`config.mk`:
```
export PLATFORM = sky130hd
export DESIGN_NAME = ep_prime_bank
export DESIGN_NICKNAME = d
export VERILOG_FILES = /design/src/rtl/ep_bank_pkg.sv /design/src/rtl/ep_arm_ready.sv /design/src/rtl/ep_sticky_vec.sv /design/src/rtl/ep_flush_engine.sv /design/src/rtl/ep_semaphores.sv /design/src/rtl/ep_prime_bank.sv
export SDC_FILE = /design/constraint.sdc
export NUM_CORES = 1
export LEC_CHECK = 0
export BUFFER_PORTS_ARGS = -buffer_cell sky130_fd_sc_hd__buf_2
export CAP_MARGIN = 20
export CORE_MARGIN = 4
export CORE_UTILIZATION = 40
export CTS_CLUSTER_SIZE = 8
export DETAILED_ROUTE_END_ITERATION = 16
export PLACE_DENSITY = 0.62
export SYNTH_ARGS = -nofsm -noshare
export SYNTH_HDL_FRONTEND = slang
export SYNTH_SLANG_ARGS = --single-unit
```
`constraint.sdc`:
```
create_clock -name clk -period 1.95 [get_ports clk]
set_clock_uncertainty 0.15 [all_clocks]
set_input_delay 0.39 -clock clk [delete_from_list [all_inputs] [get_ports clk]]
set_output_delay 0.39 -clock clk [all_outputs]
set_load 0.005 [all_outputs]
```
`src/rtl/ep_bank_pkg.sv`:
```
package ep_bank_pkg;
  localparam int unsigned REG_AW = 3;

  typedef enum logic [REG_AW-1:0] {
    A_CMD   = 3'd0,
    A_IRQ   = 3'd1,
    A_ARM   = 3'd2,
    A_FLUSH = 3'd3,
    A_READY = 3'd4,
    A_DONE  = 3'd5,
    A_SETUP = 3'd6,
    A_NONE  = 3'd7
  } reg_sel_e;

  localparam int unsigned CMD_APPEND_BIT = 0;
  localparam int unsigned CMD_COPY_BIT   = 1;
  localparam int unsigned IRQ_TXN_BIT    = 0;
endpackage

```
`src/rtl/ep_arm_ready.sv`:
```
module ep_arm_ready #(
  parameter int unsigned VEC_W = 32
) (
  input  logic             clk,
  input  logic             rst,
  input  logic [VEC_W-1:0] arm_set,
  input  logic [VEC_W-1:0] fetch_done,
  input  logic [VEC_W-1:0] ready_kill,
  input  logic [VEC_W-1:0] arm_kill,
  input  logic             cancel_all,
  output logic [VEC_W-1:0] arm_q,
  output logic [VEC_W-1:0] ready_q
);
  for (genvar i = 0; i < VEC_W; i++) begin : g_bit
    logic arm_d, ready_d, fetched;
    assign fetched = arm_q[i] & fetch_done[i];

    always_comb begin
      if (cancel_all || arm_kill[i]) arm_d = 1'b0;
      else                           arm_d = (arm_q[i] & ~fetch_done[i]) | arm_set[i];
      if (cancel_all || ready_kill[i]) ready_d = 1'b0;
      else                             ready_d = ready_q[i] | fetched;
    end

    always_ff @(posedge clk) begin
      if (rst) begin
        arm_q[i]   <= 1'b0;
        ready_q[i] <= 1'b0;
      end else begin
        arm_q[i]   <= arm_d;
        ready_q[i] <= ready_d;
      end
    end
  end
endmodule

```
`src/rtl/ep_sticky_vec.sv`:
```
module ep_sticky_vec #(
  parameter int unsigned W = 32
) (
  input  logic         clk,
  input  logic         rst,
  input  logic [W-1:0] set_bits,
  input  logic [W-1:0] clr_bits,
  output logic [W-1:0] q
);
  always_ff @(posedge clk) begin
    if (rst) q <= '0;
    else     q <= (q & ~clr_bits) | set_bits;
  end
endmodule

```
`src/rtl/ep_flush_engine.sv`:
```
module ep_flush_engine #(
  parameter int unsigned VEC_W        = 32,
  parameter int unsigned FLUSH_CYCLES = 4
) (
  input  logic             clk,
  input  logic             rst,
  input  logic [VEC_W-1:0] start,
  output logic [VEC_W-1:0] busy_q
);
  localparam int unsigned CW = $clog2(FLUSH_CYCLES + 1);
  logic [CW-1:0] left_q;

  always_ff @(posedge clk) begin
    if (rst) begin
      busy_q <= '0;
      left_q <= '0;
    end else if (|start) begin
      busy_q <= busy_q | start;
      left_q <= CW'(FLUSH_CYCLES);
    end else if (left_q == CW'(1)) begin
      busy_q <= '0;
      left_q <= '0;
    end else if (left_q != '0) begin
      left_q <= left_q - CW'(1);
    end
  end
endmodule

```
`src/rtl/ep_semaphores.sv`:
```
module ep_semaphores (
  input  logic clk,
  input  logic rst,
  input  logic cmd_wr,
  input  logic append_wbit,
  input  logic copy_wbit,
  input  logic append_hazard,
  input  logic copy_hazard,
  output logic append_q,
  output logic copy_q
);
  always_ff @(posedge clk) begin
    if (rst) begin
      append_q <= 1'b0;
      copy_q   <= 1'b0;
    end else begin
      if (append_hazard) append_q <= 1'b0;
      else if (cmd_wr)   append_q <= append_wbit;
      if (copy_hazard)   copy_q   <= 1'b0;
      else if (cmd_wr)   copy_q   <= copy_wbit;
    end
  end
endmodule

```
`src/rtl/ep_prime_bank.sv`:
```
module ep_prime_bank
  import ep_bank_pkg::*;
#(
  parameter int unsigned NUM_EP       = 16,
  parameter int unsigned DATA_W       = 32,
  parameter int unsigned FLUSH_CYCLES = 4
) (
  input  logic                clk,
  input  logic                rst,
  input  logic [REG_AW-1:0]   reg_addr,
  input  logic                reg_wr,
  input  logic [DATA_W-1:0]   reg_wdata,
  output logic [DATA_W-1:0]   reg_rdata,
  input  logic [2*NUM_EP-1:0] fetch_done,
  input  logic [2*NUM_EP-1:0] retire,
  input  logic [NUM_EP-1:0]   setup_land,
  input  logic                bus_rst,
  output logic                irq
);
  localparam int unsigned VEC_W = 2 * NUM_EP;

  reg_sel_e         sel;
  logic [VEC_W-1:0] wvec;
  logic [VEC_W-1:0] arm_go, flush_go, done_clr, setup_clr, setup_set;
  logic [VEC_W-1:0] arm_q, ready_q, flush_q, done_q, setup_q;
  logic             cmd_wr, irq_clr, irq_set;
  logic             append_q, copy_q;
  logic [0:0]       irq_q;

  assign sel  = reg_sel_e'(reg_addr);
  assign wvec = reg_wdata[VEC_W-1:0];

  // write decode: one strobe vector per target
  assign cmd_wr    = reg_wr && (sel == A_CMD);
  assign irq_clr   = reg_wr && (sel == A_IRQ) && reg_wdata[IRQ_TXN_BIT];
  assign arm_go    = (reg_wr && sel == A_ARM)   ? wvec : '0;
  assign flush_go  = (reg_wr && sel == A_FLUSH) ? wvec : '0;
  assign done_clr  = (reg_wr && sel == A_DONE)  ? wvec : '0;
  assign setup_clr = (reg_wr && sel == A_SETUP) ? wvec : '0;

  assign setup_set = {{NUM_EP{1'b0}}, setup_land};
  assign irq_set   = (|retire) || (|setup_land);

  ep_arm_ready #(.VEC_W(VEC_W)) u_arm (
    .clk        (clk),
    .rst        (rst),
    .arm_set    (arm_go),
    .fetch_done (fetch_done),
    .ready_kill (retire | flush_go),
    .arm_kill   (flush_go),
    .cancel_all (bus_rst),
    .arm_q      (arm_q),
    .ready_q    (ready_q)
  );

  ep_flush_engine #(.VEC_W(VEC_W), .FLUSH_CYCLES(FLUSH_CYCLES)) u_flush (
    .clk    (clk),
    .rst    (rst),
    .start  (flush_go),
    .busy_q (flush_q)
  );

  ep_sticky_vec #(.W(VEC_W)) u_done (
    .clk      (clk),
    .rst      (rst),
    .set_bits (retire),
    .clr_bits (done_clr),
    .q        (done_q)
  );

  ep_sticky_vec #(.W(VEC_W)) u_setup (
    .clk      (clk),
    .rst      (rst),
    .set_bits (setup_set),
    .clr_bits (setup_clr),
    .q        (setup_q)
  );

  ep_sticky_vec #(.W(1)) u_irq (
    .clk      (clk),
    .rst      (rst),
    .set_bits (irq_set),
    .clr_bits (irq_clr),
    .q        (irq_q)
  );

  ep_semaphores u_sema (
    .clk           (clk),
    .rst           (rst),
    .cmd_wr        (cmd_wr),
    .append_wbit   (reg_wdata[CMD_APPEND_BIT]),
    .copy_wbit     (reg_wdata[CMD_COPY_BIT]),
    .append_hazard ((|retire) || (|fetch_done)),
    .copy_hazard   (|setup_land),
    .append_q      (append_q),
    .copy_q        (copy_q)
  );

  assign irq = irq_q[0];

  always_comb begin
    reg_rdata = '0;
    unique case (sel)
      A_CMD: begin
        reg_rdata[CMD_APPEND_BIT] = append_q;
        reg_rdata[CMD_COPY_BIT]   = copy_q;
      end
      A_IRQ:   reg_rdata[IRQ_TXN_BIT] = irq_q[0];
      A_ARM:   reg_rdata = DATA_W'(arm_q);
      A_FLUSH: reg_rdata = DATA_W'(flush_q);
      A_READY: reg_rdata = DATA_W'(ready_q);
      A_DONE:  reg_rdata = DATA_W'(done_q);
      A_SETUP: reg_rdata = DATA_W'(setup_q);
      default: reg_rdata = '0;
    endcase
  end
endmodule

```
Word level (Yosys, flattened, before mapping) --
Index checks and enable logic that the tools add are counted.
Word-level totals: output and inout bits 33, register bits 166, logic and storage cells 411
Operators by class: reductions and logical operators 148, add/sub/neg operators 1, bitwise logic cells 171, mux-type cells 12, equality and inequality tests 7
Operators with widths (count):
- $mux 32 | 6
- $pmux 30 s5 | 1
- $reduce_or 2->1 | 65
- $or 32x32->32 | 3
- $reduce_or 32->1 | 3
- $logic_or 1x1->1 | 66
- $and 1x1->1 | 65
- $or 1x1->1 | 65
- $and 32x32->32 | 2
- $not 32->32 | 2
- $reduce_or 34->1 | 1
- $not 1->1 | 33
- $or 32x16->32 | 1
- $reduce_or 17->1 | 1
- $reduce_or 16->1 | 1
- $eq 3x3->1 const B | 3
- $mux 3 | 3
- $logic_and 1x1->1 | 7
- $pmux 1 s7 | 1
- $eq 3x1->1 const B | 2
- $eq 3x2->1 const B | 2
- $pmux 1 s6 | 1
- $reduce_bool 3->1 | 2
- $logic_not 3->1 | 1
- other kinds (2) | 2

Depth between registers and ports, before layout --
Gate-level depths: netlist of the first run.
depth after elaboration 6, gate-level depth with buffers 7

By module --
A second synthesis of the first run with hierarchy kept.
Unflattened totals: cells, all modules 1048, area, all modules 9064.9 um2
By module, submodules not included:
- ep_prime_bank | times used 1, cells an instance 370, area each 2568.7 um2
- ep_arm_ready | times used 1, cells an instance 232, area each 2387.3 um2
- ep_sticky_vec (u_done ...) | times used 2, cells an instance 131, area each 1154.9 um2
- ep_flush_engine | times used 1, cells an instance 174, area each 1690.4 um2
- ep_semaphores | times used 1, cells an instance 6, area each 70.1 um2
- ep_sticky_vec (u_irq) | times used 1, cells an instance 4, area each 38.8 um2

Least setup slack after synthesis of the first run --
OpenSTA, ideal clock, no wires.
path type input -> output, from input port reg_addr[0], to output port reg_rdata[10], buffers on the path 3, arrival 1484 ps, stages on the path 6, setup slack -74 ps, required time 1410 ps, path through buf_4 -> buf_4 -> buf_2 -> mux2i_1 -> nor2_1 -> a221o_1
On the way: longest elaborated chain between the ends 2, elaborated cells between the ends (all ways) 6, those cells by class eq/ne (5); mux (1)
Ends and longest elaborated chain:
- start: declaration | RTL line ep_prime_bank.sv:10 | input logic [REG_AW-1:0] reg_addr,
- $eq 3x3->1 or $eq 3x2->1 (tied branches) | RTL line ep_prime_bank.sv:103 | unique case (sel)
- $pmux 30 s5 * | RTL line ep_prime_bank.sv:103
- end: declaration | RTL line ep_prime_bank.sv:13 | output logic [DATA_W-1:0] reg_rdata,
Every way passes the cells marked *; elsewhere a longest branch is shown, timed or not.

Worst setup path after layout of the first run --
from input port reg_addr[2], to output port reg_rdata[15]
The elaborated chain is that of the path after synthesis.

==> results.yml, run 1 <==
logic_synthesis:
  synth.distinct_cells: 46
  synth_top_cell_by_area: "dfxtp_1"
  yosys-top-cells-count: "a21oi_1, dfxtp_1, nor2_1"
  yosysWarnings: 0
  synth_edf_count: 0
  syn_area_per_cell_um2: 8.964
  synthTopCellsByArea: "dfxtp_1, a21oi_1, mux2i_1, nor2_1, a221o_1"
  yosysSeqAreaShare_pct: 43.51
  syn_area_um2: 7637
  ys.flop_type: "dfxtp_1"
  synth_nets: 974
  yosysTopAreaCellShare_pct: 43.51
  syn_inst: 852
  ys_ff_latch: 166
  async_reset_ff_share_pct: 0
worst_setup_path:
  worstPathCellList: "buf_12 -> buf_8 -> nor3b_4 -> buf_6 -> buf_6 -> a221o_1 -> buf_2"
  cp_max_fo: 6
  max_stage_delay_ns: 0.31
  crit_path_end_kind: "primary output"
  crit_path_start_kind: "primary input"
  arrival_ns: 1.55
  path_class: "in2out"
  crit_top_cell: "buf_6"
  crit_required_ns: 1.41
  crit_slowest_cell: "nor3b_4"
pwr:
  power.density_nw_per_um2: 806.7
  leakagePower_nw: 3.988
  vdd_drop_max_v: 0.0006773
placed_design:
  place_congestion: 0.8664
  hpwl_mm: 19.43
  port_buffers: 151
  place_area_um2: 9328
drt:
  wl_mm: 27.66
  drc_errors: 0
  first_pass_iters: 5
  drtIter0Drc: 545
  vias: 7661
  detail-route-antenna-nets: 0
  vias_per_cell: 5.857
  avgRoutedWirePerCell_um: 21.14
clock_network:
  clk_path_buf_depth: 2
  cts.htree.levels: 4
  root_buffer: "clkbuf_16"
  clk_latency_ns: 0.42
  cts_made_buffers: 17
  cts.clk_slew.worst_paths_ns: 0.06
  cts.sinks: 166
  cts_tree: "built"
  ctsHoldBuffers: 0
sta:
  slew_headroom_pct: 58.18
  setup_viol: 31
  worst_slew_pin_slew_ns: 0.6215
  slew_violations: 0
  rsz0062_at_grt: "yes"
  hold_violations: 0
  period_share_pct: 107.1
  period_needed_ns: 2.088
  fin_ws_ns: -0.1377
  max_freq_mhz: 479.0
floorplanning:
  core.rowCount: 50
  initial_core_util_pct: 40.69
  core_area_um2: 18770
  die-area_um2: 21370
  die_h_um: 146.2
  die_w_um: 146.2
  num_io_pins: 152
global_routing:
  grt_pass1_vias: 7335
  grt_overflow: 0
  grt_antenna_before_repair: 3
  grt_start_max_net_pins: 40
  track_usage_pct: 24.97
  grt_pass1_wl_mm: 42.12
run:
  maxCapViolations: 0
final_layout:
  fin_area_um2: 10140
  area_delta_synth_final_pct: 32.73
  drive_gt1_share_pct: 31.01
  final_nets: 1186
  final_util_pct: 54.01
  n_antenna_cell: 0
worst_hold_path:
  hold_path_class: "in2reg"
outcome:
  violations: "negative setup slack"
  status: "finished, violations left"
==> metrics by stage <==
| step | std cells | hold WS [ns] | setup TNS (ns) | setup slack, ns | total power (W) |
|---|---|---|---|---|---|
| after global routing | 1308 | 0.01201 | -3.762 | -0.1569 | 0.008474 |
| after CTS | 1299 | 0.007202 | -2.236 | -0.1237 | 0.008172 |
| after detailed placement | 1268 | 0.2865 | -15.50 | -0.3252 | 0.004865 |
| after global placement | 1268 | 0.2843 | -12.40 | -0.2822 | 0.004848 |
| final | 1308 | 0.02484 | -2.879 | -0.1377 | 0.008178 |
| after floorplan | 852 | 0.2762 | -1.555 | -0.07402 | 0.004227 |
==> worst paths after layout <==
path	from	endpoint	slack (ns)	cells after the start
worst min register to register	u_setup.q[30]	u_setup.q[30]	0.30	2
worst max-delay path	reg_addr[2]	reg_rdata[15]	-0.14	7
worst max register to register	u_flush.left_q[1]	u_flush.busy_q[9]	0.19	7
worst min-delay path	retire[18]	u_arm.ready_q[18]	0.02	2
==> layer usage <==
metal	track usage [%]	up-vias	share of wire [%]
met5	0	-	0.12
met4	8.514	6	2.1
met1	33.34	3687	43
met2	39.92	328	47
met3	5.773	44	7.9
li1	-	3596	-
==> critical path: cells and delay by family <==
family	cells	cell delay, ns
compound gates	1	0.19
simple gates	1	0.31
buf+inv	5	0.65
==> power by group <==
part / internal [W] / switching (W)
clock network: 0.00197 / 0.00134
registers: 0.00351 / 0.0000746
logic: 0.000553 / 0.000727
total: 0.00603 / 0.00215
==> state kept, by name, indices dropped and copies added, names as in the netlist <==
register	flops
u_arm.arm_q	32
u_arm.ready_q	32
u_done.q	32
u_flush.busy_q	32
u_setup.q	32
u_flush.left_q	3
u_irq.q	1
u_sema.append_q	1
u_sema.copy_q	1
==> timing repair <==
action / CTS / global route
pin swaps: 3 / 20
endpoints found under the setup margin: 32 / 32
gates cloned: 2 / 3
buffers inserted: 0 / 6
gates resized for setup: 17 / 18
==> placed cells by master, fill, tap and decap left out, types with 2 or more instances in the layout <==
master	n
a2111oi_0	15
a2111oi_2	17
a211oi_1	32
a21oi_1	165
a221o_1	29
a22o_1	31
and4b_1	2
buf_12	21
buf_2	148
buf_4	79
buf_6	10
bufinv_16	2
clkbuf_1	2
clkbuf_16	19
clkbuf_8	3
clkinvlp_4	4
dfxtp_1	165
ha_1	3
inv_1	5
mux2_2	2
mux2i_1	34
nand2_1	50
nand2b_1	16
nand4_1	6
nor2_1	85
nor2b_1	34
nor2b_4	2
nor3_1	25
nor3_2	10
nor3b_1	2
nor4_1	25
nor4_2	2
o21a_1	2
o21ai_0	3
==> kinds of logic after synthesis <==
| family | Yosys count | synth area share (%) |
|---|---|---|
| buffers and inverters | 73 | 4.669 |
| AOI/OAI and AO/OA | 300 | 27.29 |
| muxes | 37 | 5.046 |
| adders and majority gates | 3 | 0.4915 |
| and+or+nand+nor | 273 | 18.99 |
| DFF | 166 | 43.51 |
==> cell type report <==
class | instances | area, um^2
fillers | 1774 | 8631
clock inverters | 7 | 98.84
flip-flops and latches | 166 | 3324
well taps | 234 | 292.8
clock buffers | 22 | 474.2
repair buffers | 261 | 1932
multi-input cells | 613 | 3996
inverters | 5 | 18.77
Power figures use the tool's default switching activity.
==> run 2: changes to the inputs <==
--- a/config.mk
+++ b/config.mk
@@ -5,13 +5,14 @@
 export SDC_FILE = /design/constraint.sdc
 export NUM_CORES = 1
 export LEC_CHECK = 0
-export BUFFER_PORTS_ARGS = -buffer_cell sky130_fd_sc_hd__buf_2
 export CAP_MARGIN = 20
 export CORE_MARGIN = 4
 export CORE_UTILIZATION = 40
 export CTS_CLUSTER_SIZE = 8
 export DETAILED_ROUTE_END_ITERATION = 16
-export PLACE_DENSITY = 0.62
+export DONT_BUFFER_PORTS = 1
+export PLACE_DENSITY = 0.55
+export RECOVER_POWER = 100
 export SYNTH_ARGS = -nofsm -noshare
 export SYNTH_HDL_FRONTEND = slang
 export SYNTH_SLANG_ARGS = --single-unit
==> run 2 against run 1 <==
The flow now finishes without violations. Clock power rose by 3%. First-iteration DRC count up 1.5%. Clock-buffer cell count is 2 lower. Die area unchanged. Non-clock buffer count fell by 107. Routed wire length is 6.0% higher. Total power down 2.5%. Worst setup slack better by 0.15 ns. Via count fell by 3.0%. Sequential share of layout area rose by 1.7 points. Critical path depth is 3 lower. Largest power group unchanged.
==> results.yml, run 2 (synthesis results as in run 1) <==
drt:
  detail-route-antenna-nets: 0
  drc_errors: 0
  first_pass_iters: 5
  vias_per_cell: 6.175
  vias: 7428
  wl_mm: 29.31
  avgRoutedWirePerCell_um: 24.36
  drtIter0Drc: 553
pwr:
  power.density_nw_per_um2: 827.2
  leakagePower_nw: 3.464
  vdd_drop_max_v: 0.0006486
  fin_total_pwr_w: 0.007971
floorplanning:
  die_w_um: 146.2
  core.rowCount: 50
  core_area_um2: 18770
  die_h_um: 146.2
  die-area_um2: 21370
  initial_core_util_pct: 40.69
  num_io_pins: 152
worst_setup_path:
  arrival_ns: 1.39
  crit_required_ns: 1.41
  crit_slowest_cell: "a221o_1"
  worstPathCellList: "nor2b_2 -> buf_4 -> a22o_1 -> a221o_1"
  cp_max_fo: 45
  crit_path_end_kind: "primary output"
  path_class: "in2out"
  cp_top_family: "compound AO/OA/AOI/OAI gates"
  max_stage_delay_ns: 0.33
  rr_startpoint: "u_flush.left_q[1]"
  crit_path_start_kind: "primary input"
  crit_start: "reg_addr[0]"
  path_buf_inv: 1
placed_design:
  port_buffers: 0
  hpwl_mm: 18.24
  place_congestion: 0.8322
  pre_cts_slack_ns: -0.1876
global_routing:
  grt_pass1_vias: 7837
  grt_overflow: 0
  grt_pass1_wl_mm: 45.06
  grt_antenna_before_repair: 0
  track_usage_pct: 26.83
  grt_start_max_net_pins: 71
clock_network:
  clk_path_buf_depth: 2
  cts.sinks: 166
  root_buffer: "clkbuf_16"
  cts.htree.levels: 4
  cts_tree: "built"
  cts_made_buffers: 17
  clk_latency_ns: 0.42
  cts.clk_slew.worst_paths_ns: 0.07
sta:
  rsz0062_at_grt: "yes"
  period_needed_ns: 1.934
  fin_ws_ns: 0.01576
  setup_viol: 0
  period_share_pct: 99.19
  hold_violations: 0
  max_freq_mhz: 517.0
  slew_headroom_pct: 60.78
  hold_ws_ns: 0.01176
  slew_violations: 0
  tns_ns: 0
  worst_slew_pin_slew_ns: 0.5829
final_layout:
  fillCellCount: 1719
  area_delta_synth_final_pct: 26.16
  multi_input_area_um2: 3851
  layout_commonest_cell: "a21oi_1"
  final_util_pct: 51.34
  final_nets: 1079
  regArea_um2: 3326
  n_antenna_cell: 0
  final_cell_mix: "a21oi_1, dfxtp_1, dlygate4sd3_1"
  drive_gt1_share_pct: 9.185
worst_hold_path:
  hold_path_class: "in2reg"
  hp-start: "reg_wdata[14]"
outcome:
  status: "completed"
run:
  maxCapViolations: 0
## run 2: cell count changes in the layout (fill, tap and decap cells not counted), moves of 2 or more
cell	delta
clkbuf_4	+2
nor3_1	+8
clkinv_4	+2
a2111oi_0	+13
buf_4	-56
a2111oi_2	-14
buf_6	-10
buf_12	-13
clkbuf_2	+2
clkbuf_16	-2
dlygate4sd3_1	+116
buf_2	-148
clkinv_2	+2
nor3_2	-8
## run 2: area by class of cell
class / count / share of cell area (%)
inverters: 5 / 0.1948
clock inverters: 11 / 1.312
well taps: 234 / 3.039
clock buffers: 20 / 4.844
repair buffers: 154 / 16.13
flip-flops and latches: 166 / 34.52
multi-input cells: 613 / 39.97
## run 2: final timing paths
path                                      endpoint  slack, ns  cells after the start
worst max-delay path                 reg_rdata[24]       0.02                      4
worst min-delay path                 u_setup.q[14]       0.01                      3
worst max register to register  u_flush.busy_q[29]       0.18                      7
worst min register to register       u_setup.q[28]       0.30                      2
## run 2: worst register-to-register path, stage by stage, from the launching register on
cell     delay, ns
dfxtp_1       0.32
inv_1         0.11
ha_1          0.21
nor2b_1       0.24
nor2_1        0.11
nor3_4        0.18
buf_12        0.23
nor3_1        0.11
## run 2: metal layers
layer / vias to the layer above / wire (um) / global-route usage, %
met5: - / 0 / 0
met4: 0 / 810 / 9.878
met3: 68 / 2721 / 8.163
met2: 357 / 13800 / 43.97
met1: 3609 / 11980 / 33.40
li1: 3394 / - / -
## run 2: metrics by stage
step	cells	cell area, um^2
floorplan	852	7637
global placement	1055	7994
detailed placement	1055	7994
CTS	1201	9756
global route	1203	9635
finish	1203	9635
## run 2: power breakdown
part	switching [W]	internal (W)
logic	0.000515	0.000452
registers	0.0000761	0.00351
clock network	0.00143	0.00198
total	0.00203	0.00594
## run 2: timing repair
action / 4_1_cts / 5_1_grt
endpoints found under the hold margin: 149 / 2
setup endpoints to repair: 0 / 10
hold buffers: 115 / 2
resized for setup: 0 / 6
buffers inserted: 0 / 0
==> run 3: changes to the inputs <==
--- a/config.mk
+++ b/config.mk
@@ -5,13 +5,13 @@
 export SDC_FILE = /design/constraint.sdc
 export NUM_CORES = 1
 export LEC_CHECK = 0
+export BUFFER_PORTS_ARGS = -buffer_cell sky130_fd_sc_hd__buf_2
 export CAP_MARGIN = 20
 export CORE_MARGIN = 4
 export CORE_UTILIZATION = 40
 export CTS_CLUSTER_SIZE = 8
 export DETAILED_ROUTE_END_ITERATION = 16
-export DONT_BUFFER_PORTS = 1
-export PLACE_DENSITY = 0.55
+export PLACE_DENSITY = 0.62
 export RECOVER_POWER = 100
 export SYNTH_ARGS = -nofsm -noshare
 export SYNTH_HDL_FRONTEND = slang
==> run 3 against run 2 <==
The flow now finishes with violations (negative setup slack). Flip-flop and latch count did not move. Die area did not move. Non-clock buffer count rose by 107. Sequential power barely moved. Clock-buffer cell count rose by 2. Core utilization rose by 2.7 points. Register-to-register slack barely moved. Worst hold slack improved by 0.013 ns. Critical path type unchanged.
==> results.yml, run 3 (synthesis results as in run 1) <==
final_layout:
  final_util_pct: 54.01
  drive_gt1_share_pct: 31.01
  final_cell_mix: "a21oi_1, dfxtp_1, buf_2"
  area_delta_synth_final_pct: 32.73
  final_nets: 1186
  n_antenna_cell: 0
pwr:
  vdd_drop_max_v: 0.0006773
  power.density_nw_per_um2: 806.7
  seq_power_share_pct: 43.8
  p_sw_w: 0.002146
  p_comb_share_pct: 15.7
  p_clk_share_pct: 40.5
  internal-power_w: 0.006032
  p_sw_share_pct: 26.24
  leakagePower_nw: 3.988
outcome:
  violations: "negative setup slack"
  status: "finished, violations left"
drt:
  vias_per_cell: 5.859
  detail-route-antenna-nets: 0
  drtIter0Drc: 545
  drc_errors: 0
  avgRoutedWirePerCell_um: 21.14
  first_pass_iters: 5
  vias: 7663
  wl_mm: 27.66
worst_setup_path:
  reg2reg_depth: 7
  crit_slowest_cell: "nor3b_4"
  crit_required_ns: 1.41
  rr_startpoint: "u_flush.left_q[1]"
  cp_max_fo: 6
  path_class: "in2out"
  crit_path_start_kind: "primary input"
  max_stage_delay_ns: 0.31
  worstPathCellList: "buf_12 -> buf_8 -> nor3b_4 -> buf_6 -> buf_6 -> a221o_1 -> buf_2"
  regToRegSetupSlack_ns: 0.19
  crit_path_end_kind: "primary output"
  crit_top_cell: "buf_6"
  arrival_ns: 1.55
  reg2reg_to: "u_flush.busy_q[9]"
floorplanning:
  initial_core_util_pct: 40.69
  core.rowCount: 50
  die_w_um: 146.2
  die_h_um: 146.2
  num_io_pins: 152
  core_area_um2: 18770
  die-area_um2: 21370
global_routing:
  grt_pass1_wl_mm: 42.12
  grt_start_max_net_pins: 40
  grt_antenna_before_repair: 3
  grt_pass1_vias: 7335
  track_usage_pct: 24.97
  grt_overflow: 0
placed_design:
  place_congestion: 0.8664
  hpwl_mm: 19.43
  port_buffers: 151
  pre_cts_slack_ns: -0.3252
sta:
  slew_headroom_pct: 58.18
  rsz0062_at_grt: "yes"
  period_share_pct: 107.1
  tns_ns: -2.879
  hold_violations: 0
  worst_slew_pin_slew_ns: 0.6215
  period_needed_ns: 2.088
  max_freq_mhz: 479.0
  slew_violations: 0
  setup_viol: 31
  fin_ws_ns: -0.1377
clock_network:
  cts_tree: "built"
  root_buffer: "clkbuf_16"
  ctsHoldBuffers: 0
  clk_latency_ns: 0.42
  cts.sinks: 166
  cts.clk_slew.worst_paths_ns: 0.06
  clk_path_buf_depth: 2
  cts_made_buffers: 17
  cts.htree.levels: 4
worst_hold_path:
  hp-start: "retire[18]"
  holdPathStages: 2
  worstHoldEndpoint: "u_arm.ready_q[18]"
  hold_path_class: "in2reg"
run:
  maxCapViolations: 0
run 3: timing repair:
action                     in CTS  in global routing
setup endpoints to repair      32                 32
buffers inserted                0                  6
pin swaps                       3                 20
gates cloned                    2                  3
resized for setup              17                 18
run 3: area by class of cell:
| cell class | count | area, um^2 |
|---|---|---|
| fill | 1774 | 8631 |
| multi-input combinational | 613 | 3996 |
| sequential | 166 | 3324 |
| timing repair buffer | 261 | 1932 |
| clock buffer | 22 | 474.2 |
| tap | 234 | 292.8 |
| clock inverter | 7 | 98.84 |
| inverter | 5 | 18.77 |
run 3: worst max-delay path: cells and delay by family:
kind,cells,cell delay [ns]
AOI/OAI and AO/OA,1,0.19
buffers and inverters,5,0.65
and+or+nand+nor,1,0.31
run 3: per-layer routing:
| layer | up-vias | global-route usage, % | part of all wire (%) |
|---|---|---|---|
| li1 | 3596 | - | - |
| met1 | 3689 | 33.34 | 43 |
| met2 | 328 | 39.92 | 47 |
| met3 | 44 | 5.773 | 7.9 |
| met4 | 6 | 8.514 | 2.1 |
| met5 | - | 0 | 0.12 |
run 3: through the flow:
step,total power (W),instance area (um^2),hold slack (ns),std cells
6_report,0.008178,10140,0.02492,1308
5_1_grt,0.008474,10140,0.01201,1308
4_1_cts,0.008172,9992,0.007202,1299
3_5_place_dp,0.004865,9328,0.2865,1268
3_3_place_gp,0.004848,9328,0.2843,1268
2_1_floorplan,0.004227,7637,0.2762,852
run 3: how the worst max path moves through the flow:
stage,from,end,slack [ns],cells after the start
after floorplan,reg_addr[0],reg_rdata[10],-0.07,6
after global placement,reg_wdata[24],u_flush.left_q[2],-0.28,7
after detailed placement,reg_wdata[24],u_flush.busy_q[9],-0.33,7
after CTS,reg_addr[0],reg_rdata[27],-0.12,6
after global routing,reg_addr[0],reg_rdata[15],-0.16,7
final,reg_addr[2],reg_rdata[15],-0.14,7
run 3: power groups by stage:
stage / Clock [W] / Combinational (W) / Sequential [W]
4_1_cts: 0.00335 / 0.00124 / 0.00358
6_report: 0.00331 / 0.00128 / 0.00358
3_5_place_dp: 0 / 0.00121 / 0.00366
3_3_place_gp: 0 / 0.00119 / 0.00365
2_1_floorplan: 0 / 0.000592 / 0.00363
5_1_grt: 0.00350 / 0.00138 / 0.00359
